$ cat config.mk
export PLATFORM = sky130hd
export DESIGN_NAME = chain_readout
export DESIGN_NICKNAME = d
export VERILOG_FILES = /design/src/rtl/chainro_pkg.sv /design/src/rtl/chainro_event_mem.sv /design/src/rtl/chainro_token_ctrl.sv /design/src/rtl/chainro_serializer.sv /design/src/rtl/chain_readout.sv
export SDC_FILE = /design/constraint.sdc
export NUM_CORES = 2
export LEC_CHECK = 0
export BUFFER_PORTS_ARGS = -buffer_cell sky130_fd_sc_hd__buf_4
export CORE_MARGIN = 1.5
export CORE_UTILIZATION = 38
export DETAILED_ROUTE_END_ITERATION = 16
export PLACE_DENSITY_LB_ADDON = 0.15
export SLEW_MARGIN = 20
export SYNTH_ARGS = -nofsm -noshare
export SYNTH_HDL_FRONTEND = slang
export SYNTH_HIERARCHICAL = 1
export SYNTH_SLANG_ARGS = --single-unit
$ cat constraint.sdc
create_clock -name clk -period 7.31 [get_ports clk]
set_input_delay 1.462 -clock clk [delete_from_list [all_inputs] [get_ports clk]]
set_output_delay 1.462 -clock clk [all_outputs]
set_load 0.03 [all_outputs]
$ cat src/rtl/chainro_pkg.sv
package chainro_pkg;

    localparam int ID_W    = 8;
    localparam int STAMP_W = 12;
    localparam int TDC_W   = 12;
    localparam int ADC_W   = 12;
    localparam int REC_W   = TDC_W + ADC_W + 2;
    localparam int LEN_W   = $clog2(REC_W + 1);

    typedef enum logic [1:0] {
        FLD_ID,
        FLD_STAMP,
        FLD_CHAN,
        FLD_NONE
    } fld_e;

    typedef enum logic {
        TK_IDLE,
        TK_XMIT
    } tk_state_e;

    typedef struct packed {
        logic [TDC_W-1:0] tdc;
        logic [ADC_W-1:0] adc;
        logic             gain;
        logic             hit;
    } chan_rec_t;

    function automatic logic [LEN_W-1:0] fld_len(input fld_e f);
        case (f)
            FLD_ID:    return LEN_W'(ID_W);
            FLD_STAMP: return LEN_W'(STAMP_W);
            default:   return LEN_W'(REC_W);
        endcase
    endfunction

    // Place a right-justified field so its MSB is the first bit shifted out.
    function automatic logic [REC_W-1:0] align_msb(input logic [REC_W-1:0] w, input fld_e f);
        return w << (REC_W - int'(fld_len(f)));
    endfunction

endpackage

$ cat src/rtl/chainro_event_mem.sv
module chainro_event_mem
    import chainro_pkg::*;
#(
    parameter int DEPTH = 80,
    localparam int AW = (DEPTH > 1) ? $clog2(DEPTH) : 1
) (
    input  logic             clk,
    input  logic             rst,
    input  logic             wr_en,
    input  logic [AW-1:0]    wr_addr,
    input  logic [REC_W-1:0] wr_data,
    input  logic [AW-1:0]    rd_addr,
    output logic [REC_W-1:0] rd_data
);

    logic [REC_W-1:0] words [DEPTH];

    always_ff @(posedge clk) begin
        if (wr_en) begin
            words[wr_addr] <= wr_data;
        end
    end

    assign rd_data = words[rd_addr];

    // Input assumption: the writer stays inside the array.
    assert_wr_in_range_R4: assert property (@(posedge clk) disable iff (rst)
        wr_en |-> (int'(wr_addr) < DEPTH));

    assert_rd_in_range_R4: assert property (@(posedge clk) disable iff (rst)
        int'(rd_addr) < DEPTH);

endmodule

$ cat src/rtl/chainro_token_ctrl.sv
module chainro_token_ctrl
    import chainro_pkg::*;
(
    input  logic clk,
    input  logic rst,
    input  logic start_in,
    input  logic bypass,
    input  logic empty,
    input  logic last_bit,
    output logic load,
    output logic busy,
    output logic end_pulse
);

    tk_state_e st;
    logic      start_q;
    logic      rise;

    assign rise = start_in & ~start_q;
    assign busy = (st == TK_XMIT);

    always_comb begin
        load = (st == TK_IDLE) && rise && !bypass && !empty;
    end

    always_ff @(posedge clk) begin
        if (rst) begin
            st        <= TK_IDLE;
            start_q   <= 1'b0;
            end_pulse <= 1'b0;
        end else begin
            start_q   <= start_in;
            end_pulse <= 1'b0;
            case (st)
                TK_IDLE: begin
                    if (rise) begin
                        if (bypass || empty) begin
                            end_pulse <= 1'b1;
                        end else begin
                            st <= TK_XMIT;
                        end
                    end
                end
                TK_XMIT: begin
                    if (last_bit) begin
                        st        <= TK_IDLE;
                        end_pulse <= 1'b1;
                    end
                end
                default: st <= TK_IDLE;
            endcase
        end
    end

    assert_skip_gives_pulse_R7: assert property (@(posedge clk) disable iff (rst)
        (!busy && rise && (bypass || empty)) |=> (end_pulse && !busy));

    assert_end_one_cycle_R6: assert property (@(posedge clk) disable iff (rst)
        end_pulse |=> !end_pulse);

    assert_end_follows_frame_R6: assert property (@(posedge clk) disable iff (rst)
        $fell(busy) |-> end_pulse);

    assert_no_restart_R9: assert property (@(posedge clk) disable iff (rst)
        (busy && !last_bit) |=> busy);

endmodule

$ cat src/rtl/chainro_serializer.sv
module chainro_serializer
    import chainro_pkg::*;
#(
    parameter int NUM_CH = 4,
    parameter int MAX_EV = 16,
    localparam int DEPTH = MAX_EV * (NUM_CH + 1),
    localparam int AW    = (DEPTH > 1) ? $clog2(DEPTH) : 1,
    localparam int EVC_W = $clog2(MAX_EV + 1),
    localparam int EV_W  = (MAX_EV > 1) ? $clog2(MAX_EV) : 1,
    localparam int CH_W  = (NUM_CH > 1) ? $clog2(NUM_CH) : 1
) (
    input  logic             clk,
    input  logic             rst,
    input  logic             load,
    input  logic             busy,
    input  logic [ID_W-1:0]  chip_id,
    input  logic [EVC_W-1:0] stored_events,
    input  logic [REC_W-1:0] rd_data,
    output logic [AW-1:0]    rd_addr,
    output logic             tx_bit,
    output logic             last_bit
);

    localparam logic [CH_W-1:0] CH_LAST = CH_W'(NUM_CH - 1);

    fld_e             fld;
    fld_e             nxt_fld;
    logic [EV_W-1:0]  ev_idx;
    logic [EV_W-1:0]  nxt_ev;
    logic [CH_W-1:0]  ch_idx;
    logic [CH_W-1:0]  nxt_ch;
    logic [EVC_W-1:0] n_ev;
    logic [LEN_W-1:0] bit_idx;
    logic [REC_W-1:0] shreg;
    logic             field_end;

    // Look one field ahead so the memory word is ready at the field boundary.
    always_comb begin
        nxt_fld = FLD_NONE;
        nxt_ev  = ev_idx;
        nxt_ch  = ch_idx;
        case (fld)
            FLD_ID: begin
                nxt_fld = FLD_STAMP;
                nxt_ev  = '0;
                nxt_ch  = '0;
            end
            FLD_STAMP: begin
                nxt_fld = FLD_CHAN;
                nxt_ch  = '0;
            end
            FLD_CHAN: begin
                if (ch_idx != CH_LAST) begin
                    nxt_fld = FLD_CHAN;
                    nxt_ch  = ch_idx + CH_W'(1);
                end else if ((EVC_W'(ev_idx) + EVC_W'(1)) != n_ev) begin
                    nxt_fld = FLD_STAMP;
                    nxt_ev  = ev_idx + EV_W'(1);
                    nxt_ch  = '0;
                end
            end
            default: nxt_fld = FLD_NONE;
        endcase
    end

    always_comb begin
        rd_addr = AW'(int'(nxt_ev) * (NUM_CH + 1)
                      + ((nxt_fld == FLD_CHAN) ? int'(nxt_ch) + 1 : 0));
    end

    assign field_end = (bit_idx == LEN_W'(fld_len(fld) - LEN_W'(1)));
    assign last_bit  = busy && field_end && (nxt_fld == FLD_NONE);
    assign tx_bit    = shreg[REC_W-1];

    always_ff @(posedge clk) begin
        if (rst) begin
            fld     <= FLD_NONE;
            ev_idx  <= '0;
            ch_idx  <= '0;
            n_ev    <= '0;
            bit_idx <= '0;
            shreg   <= '0;
        end else if (load) begin
            fld     <= FLD_ID;
            ev_idx  <= '0;
            ch_idx  <= '0;
            n_ev    <= stored_events;
            bit_idx <= '0;
            shreg   <= align_msb(REC_W'(chip_id), FLD_ID);
        end else if (busy) begin
            if (field_end) begin
                fld     <= nxt_fld;
                ev_idx  <= nxt_ev;
                ch_idx  <= nxt_ch;
                bit_idx <= '0;
                shreg   <= align_msb(rd_data, nxt_fld);
            end else begin
                bit_idx <= bit_idx + LEN_W'(1);
                shreg   <= shreg << 1;
            end
        end
    end

    // Input assumption: never more events announced than the store holds.
    assert_count_in_range_R3: assert property (@(posedge clk) disable iff (rst)
        load |-> (int'(stored_events) <= MAX_EV));

    assert_bit_in_field_R3: assert property (@(posedge clk) disable iff (rst)
        busy |-> (bit_idx < fld_len(fld)));

    assert_event_in_range_R3: assert property (@(posedge clk) disable iff (rst)
        busy |-> (EVC_W'(ev_idx) < n_ev));

    assert_frame_opens_with_id_R3: assert property (@(posedge clk) disable iff (rst)
        load |=> (fld == FLD_ID && bit_idx == '0));

endmodule

$ cat src/rtl/chain_readout.sv
module chain_readout
    import chainro_pkg::*;
#(
    parameter int NUM_CH = 4,
    parameter int MAX_EV = 16,
    localparam int DEPTH = MAX_EV * (NUM_CH + 1),
    localparam int AW    = (DEPTH > 1) ? $clog2(DEPTH) : 1,
    localparam int EVC_W = $clog2(MAX_EV + 1)
) (
    input  logic             clk,
    input  logic             rst,
    input  logic             start_in,
    input  logic             bypass,
    input  logic [ID_W-1:0]  chip_id,
    input  logic [EVC_W-1:0] stored_events,
    input  logic             wr_en,
    input  logic [AW-1:0]    wr_addr,
    input  logic [REC_W-1:0] wr_data,
    output logic             tx_on,
    output logic             tx_data,
    output logic             end_out
);

    logic             load;
    logic             busy;
    logic             last_bit;
    logic             end_pulse;
    logic             tx_bit;
    logic [AW-1:0]    rd_addr;
    logic [REC_W-1:0] rd_data;
    logic             empty;

    assign empty = (stored_events == '0);

    chainro_event_mem #(.DEPTH(DEPTH)) u_mem (
        .clk     (clk),
        .rst     (rst),
        .wr_en   (wr_en),
        .wr_addr (wr_addr),
        .wr_data (wr_data),
        .rd_addr (rd_addr),
        .rd_data (rd_data)
    );

    chainro_token_ctrl u_tok (
        .clk       (clk),
        .rst       (rst),
        .start_in  (start_in),
        .bypass    (bypass),
        .empty     (empty),
        .last_bit  (last_bit),
        .load      (load),
        .busy      (busy),
        .end_pulse (end_pulse)
    );

    chainro_serializer #(.NUM_CH(NUM_CH), .MAX_EV(MAX_EV)) u_ser (
        .clk           (clk),
        .rst           (rst),
        .load          (load),
        .busy          (busy),
        .chip_id       (chip_id),
        .stored_events (stored_events),
        .rd_data       (rd_data),
        .rd_addr       (rd_addr),
        .tx_bit        (tx_bit),
        .last_bit      (last_bit)
    );

    assign tx_on   = busy;
    assign tx_data = busy & tx_bit;
    assign end_out = end_pulse;

    assert_token_exclusive_R6: assert property (@(posedge clk) disable iff (rst)
        !(tx_on && end_out));

    assert_idle_after_reset_R1: assert property (@(posedge clk)
        $past(rst) |-> (!tx_on && !end_out));

endmodule

; Yosys cells after proc, flatten, opt, wreduce, memory -nomap -nowiden
; Memories as Yosys holds them, arrays and structs flattened.
; Index checks and enable logic that the tools add are counted.
[word_totals]
wordCells = 86
romBits = 0
latch_bits = 0
register_bits = 47
n_memories = 1
ram_bits = 2080
[memory_table]
columns = memory, depth, word_bits, read_ports, rd_ports_with_merged_regs, write_ports, line
row1 = u_mem.words, 80, 26, 1, 0, 1, chainro_event_mem.sv:16  ; logic [REC_W-1:0] words [DEPTH];
[op_classes]
n_bitwise = 4
n_div = 0
n_mul = 1
add_sub_neg = 9
n_reduce_logical = 17
n_shift = 2
muxes = 35
order_cmp = 0
n_eq_ne = 8
[ops]
columns = op, n
row1 = $mux W26, 3
row2 = $mux W5, 7
row3 = $shl A26 B32 Y26, 1
row4 = $shl A8 B32 Y26, 1
row5 = $pmux W5 S2, 2
row6 = $mux W2, 7
row7 = $sub A5 B5 Y6 const A, 2
row8 = $mux W1, 8
row9 = $mux W4, 2
row10 = $pmux W4 S2, 1
row11 = $add A7 B7 Y7, 1
row12 = $mul A4 B3 Y7 const B, 1
row13 = $mux W7, 1
row14 = $eq A2 B2 Y1 const B, 3
row15 = $pmux W2 S3, 1
row16 = $add A4 B1 Y5 const B, 1
row17 = $add A5 B1 Y5 const B, 1
row18 = $eq A5 B5 Y1, 1
row19 = $logic_and A1 B1 Y1, 5
row20 = $logic_not A5 Y1, 1
row21 = $ne A5 B5 Y1, 1
row22 = $sub A5 B1 Y5 const B, 1
row23 = $add A4 B1 Y4 const B, 1
row24 = $eq A2 B1 Y1 const B, 2
row25 = 13 further kinds, 21

; Depth between registers and ports, before layout
[logic_depth]
ltp_word = 16
mapped_depth = 25

; Modules after synthesis
; The synthesis kept the hierarchy.
[by_module_without_submodules]
columns = module, area_each_um2, n_inst, cells_each
row1 = chainro_event_mem, 79695.2, 1, 3552
row2 = chainro_serializer, 2753.9, 1, 324
row3 = chainro_token_ctrl, 126.4, 1, 12
row4 = chain_readout, 17.5, 1, 3

; Worst setup path before layout
; Ideal clock, no wire load.
[synth_timing]
path_type = register -> register
from = register u_ser.ev_idx[0]
to = register u_ser.shreg[25]
required_ps = 7234
path_slack_ps = 2260
period_less_slack_ps = 5050
setup_time_ps = 76
arrival_ps = 4975
stages_incl_launch_ff = 25
path_cell_list = dfxtp_1 -> ha_1 -> a21bo_2 -> a31oi_1 -> o211ai_1 -> nor2_1 -> a22oi_1 -> o21ai_0 -> ha_1 -> nor2b_1 -> ha_1 -> ha_1 -> fa_1 -> a21o_1 -> a21oi_1 -> xnor2_1 -> clkbuf_1 -> nand2_1 -> nor2_1 -> clkbuf_1 -> a22oi_1 -> and4_1 -> o211ai_1 -> mux2i_1 -> o22ai_1
[synth_between]
word_cells_on_any_way = 30
cone_classes = 5 x add/sub / 1 x mul / 3 x eq/ne / 1 x shift / 18 x mux / 1 x reduce/logical / 1 x memory
[synth_lines]
columns = element, line
row1 = "start, declared", chainro_serializer.sv:28  ; logic [EV_W-1:0] ev_idx;
row2 = "start signal, assigned", chainro_serializer.sv:93  ; ev_idx <= nxt_ev;
row3 = $add A4 B1 Y5, chainro_serializer.sv:56  ; end else if ((EVC_W'(ev_idx) + EVC_W'(1)) != n_ev) begin
row4 = $ne A5 B5 Y1, chainro_serializer.sv:56
row5 = $mux W2, chainro_serializer.sv:56
row6 = $mux W2, chainro_serializer.sv:53  ; if (ch_idx != CH_LAST) begin
row7 = $pmux W2 S2, chainro_serializer.sv:42  ; case (fld)
row8 = net u_ser.nxt_ch[1], chainro_serializer.sv:31  ; logic [CH_W-1:0] nxt_ch;
row9 = $add A2 B1 Y3, chainro_serializer.sv:68  ; + ((nxt_fld == FLD_CHAN) ? int'(nxt_ch) + 1 : 0));
row10 = $mux W7, chainro_serializer.sv:68
row11 = $add A7 B7 Y7, chainro_serializer.sv:68
row12 = net rd_addr[5], chain_readout.sv:29  ; logic [AW-1:0] rd_addr;
row13 = $mem_v2 Z80 W26, n/a
row14 = net rd_data[11], chain_readout.sv:30  ; logic [REC_W-1:0] rd_data;
row15 = $shl A26 B32 Y26, chainro_pkg.sv:39  ; return w << (REC_W - int'(fld_len(f)));
row16 = $mux W26, chainro_serializer.sv:91  ; if (field_end) begin
row17 = $mux W26, chainro_serializer.sv:90  ; end else if (busy) begin
row18 = $mux W26, chainro_serializer.sv:83  ; end else if (load) begin
row19 = "end signal, assigned", chainro_serializer.sv:89  ; shreg <= align_msb(REC_W'(chip_id), FLD_ID);
row20 = "end signal, assigned", chainro_serializer.sv:96  ; shreg <= align_msb(rd_data, nxt_fld);
row21 = "end signal, assigned", chainro_serializer.sv:99  ; shreg <= shreg << 1;
row22 = "end, declared", chainro_serializer.sv:34  ; logic [REC_W-1:0] shreg;
; The timed path passes the listed nets, and every way through them passes these cells. The select of a mux whose other input is x is not followed.
; A chain may end at the register's enable or synchronous reset.

; Final worst setup path
[layout_timing]
from = register u_ser.ev_idx[0]
to = register u_ser.shreg[17]
; Same word-level chain as after synthesis.

==> reports/results.txt <==
flop and latch count out of synthesis -> 2127
Final nets -> 4218
Compound-Gate Fraction of Synth Area -> 3.26%
FF-to-FF setup slack -> 0.30 ns
largest net degree at the start of global routing -> 81
CTS tree -> yes
largest delay contributor family on the critical path -> adder cells
clock latency at the later pin of the worst-skew pair -> 0.87 ns
worst vdd ir -> 0.000222 V
Vias/cell -> 5.71
total gr overflow -> 0
CTS Buffer Depth -> 3
Final Setup Violations -> 0
H-Tree Depth -> 4
setup ws final -> 0.299 ns
Rel. slew slack -> 24.4%
main combinational cell family by area after synthesis -> multiplexers
type of the most critical hold path -> reg -> reg
Hold Violations, Final -> 0
CP endpoint kind -> flip-flop
Hold WS -> 0.469 ns
multi-input logic area -> 18400 um^2
Met1 Wirelength -> 103000 um
Critical Path Stages -> 22
adder-cell share of the synthesized area -> 0.267%
outcome -> finished clean
Mapped Area -> 82600 um^2
post-synthesis xor/xnor area fraction -> 0.117%
Seq/Total Area, Yosys -> 76.8%
CP Data Required Time -> 8.05 ns
ranking of synthesized cells by area -> edfxtp_1 (76%), mux4_2 (13%), mux2i_1 (1.5%)
post-synthesis mux area share -> 15.2%
max-cap viol count -> 0
Clock Pin Slew Worst Setup and Hold Paths -> 0.07 ns
Most common cell on crit path -> ha_1
fin area -> 94700 um^2
share of layout cells above drive strength 1 -> 27.2%
Routed Antenna Nets -> 0
first-pass GRT wire length -> 325000 um
die width -> 469 um
first drt pass iteration count -> 5
fin crit period -> 7.01 ns
most frequent cells in the layout -> edfxtp_1 (2080), mux4_2 (482), clkbuf_16 (226)
Yosys top cell by area -> edfxtp_1
mean area per synthesized cell -> 21.2 um^2
commonest non-fill, non-tap cell in the layout -> edfxtp_1
Remaining DRCs -> 0
Net Count, Synth -> 3959
CP max stage delay -> 1.13 ns
drt wl/cell -> 32.3 um
slew at the pin closest to its max-slew limit -> 1.13 ns
Unique masters post-synth -> 75
die area -> 220000 um^2
synthesized instance count -> 3891
metal3 WL -> 15200 um
Post-synth EDFFs -> 2080
vias -> 41000
dpl ws -> 0.264 ns
# fillers -> 18400
Die Y -> 469 um
vias in the first global route -> 40900
aggregate global-route resource usage -> 20.8%
skew final -> 0.0527 ns
CP max stage cell -> fa_4
IO Pins -> 54
met2 wire len -> 108000 um
kind of critical path -> reg -> reg
CTS root buf -> clkbuf_16
setup TNS -> 0 ns
Worst Setup EP -> u_ser/shreg[17]
antenna violations before repair -> 16
row cnt -> 170
post-synth top area share -> 75.6%
async set-reset flop share out of synthesis -> 0%
Synth Area in Simple Gates -> 2.82%
starting density of the core -> 38.4%
Startpoint Class -> flip-flop
Worst Path Max Fanout -> 25
ys flop type -> edfxtp_1
postcts setup bufs -> 0
YS warnings -> 6
unrepaired setup endpoints after global routing -> no
Critical Path AT -> 7.75 ns
Area growth, synth to finish -> 14.7%
worst-path cell chain -> ha_1, a21bo_2, a31oi_1, o211ai_1, nor2_1, a22oi_1, o21ai_0, ha_1, nor2b_1, ha_1, ha_4, fa_4, buf_12, buf_12, mux4_2, mux2i_1, o22ai_1, nor4_1, buf_4, o221ai_1, nand4_1, o221ai_1
Reg area -> 63400 um^2
r2r worst-path depth -> 22
placed cell area -> 87500 um^2
Lkg Pwr -> 0.0288 uW
Sink Count -> 2127
final WL -> 232000 um
top sig layer -> met4
DRT iter0 DRCs -> 4583
r2r startpoint -> u_ser/ev_idx[0]
post-detailed-placement half-perimeter wirelength -> 137000 um
IO Port Bufs -> 53
GPL Wtd Cong -> 0.831
PwrDens -> 269 nW/um^2
RR Endpoint -> u_ser/shreg[17]
CP Launch Point -> u_ser/ev_idx[0]
core area -> 215000 um^2
TritonCTS Buffers -> 222
Max Slew Vio Count -> 0
Max Fclk -> 0.143 GHz
post-route clock period utilization -> 95.9%
Buffers & Inverters on Critical Path -> 3
==> stage by stage <==
step | utilization (%) | power [uW] | std cells
2_1_floorplan | - | 14200 | 3891
6_report | 44.0 | 25500 | 7178
3_3_place_gp | 40.6 | 14700 | 6752
5_1_grt | 44.0 | 26200 | 7172
3_5_place_dp | 40.7 | 14700 | 6759
4_1_cts | 44.0 | 25700 | 7166
==> worst min path at each step <==
stage	to	slack (ns)	start	cells after the start
final	u_ser/shreg[0]	0.47	u_ser/shreg[0]	2
after global routing	u_ser/shreg[0]	0.52	u_ser/shreg[0]	2
after CTS	u_ser/shreg[0]	0.47	u_ser/shreg[0]	2
after detailed placement	u_ser/shreg[0]	0.46	u_ser/shreg[0]	2
after global placement	u_ser/shreg[0]	0.46	u_ser/shreg[0]	2
after floorplan	u_ser/shreg[0]	0.44	u_ser/shreg[0]	2
==> where the power goes <==
part           total [uW]  internal (uW)  switching (uW)
logic                 938            324             614
registers           13500          13400            16.9
clock network       11100           6400            4670
total               25500          20200            5300
==> timing repair <==
item	CTS	global route
hold buffers	0	0
resized for setup	0	3
endpoints found under the setup margin	0	4
==> worst min-delay path, cell delays in order, from the launching register on <==
cell,delay [ns]
dfxtp_1,0.31
nand2_1,0.06
a21oi_1,0.05
==> synth_stat cells, drive strengths merged, types with 9 or more instances <==
cell type / number
nand4: 9
nand2b: 16
nor3: 16
nand3: 34
buf: 131
a211oi: 32
mux2i: 120
ha: 16
dfxtp: 47
a31oi: 15
and4: 16
nand2: 112
o22ai: 39
mux2: 41
a311oi: 9
o221ai: 36
nor2: 185
o211ai: 17
a21o: 13
nor2b: 34
edfxtp: 2080
mux4: 483
and3: 33
o21ai: 35
a221oi: 22
a21oi: 60
clkbuf: 85
a22oi: 68
==> cell families (layout without fill, tap and decap cells) <==
| kind of cell | count (synthesis) | in the layout |
|---|---|---|
| DFF | 2127 | 2127 |
| buffers and inverters | 225 | 667 |
| AOI/OAI and AO/OA | 377 | 377 |
| other | 0 | 7 |
| adders and majority gates | 17 | 17 |
| muxes | 644 | 644 |
| and+or+nand+nor | 490 | 490 |
| xor gates and xnor gates | 11 | 11 |
==> cell type report <==
cell class	instances	share of cell area, %
tap	2838	3.75
clock buffer	294	6.32
multi-input combinational	1539	19.4
antenna	7	0.0185
sequential	2127	66.9
timing repair buffer	251	2.39
inverter	9	0.0370
clock inverter	113	1.15
==> registers in the layout (all words and copies together) (netlist names) <==
register,count
u_mem/words,2080
u_ser/shreg,26
u_ser/n_ev,5
u_ser/ev_idx,4
u_tok/busy,1
u_ser/ch_idx,2
u_tok/end_pulse,1
u_tok/start_q,1
u_ser/bit_idx,5
u_ser/fld,2
==> per-layer routing <==
metal,global-route usage [%],vias to the layer above
met4,5.33,0
met2,32.4,1433
met3,3.31,264
met5,0,-
li1,-,16900
met1,30.7,22400
Power figures use the tool's default switching activity.
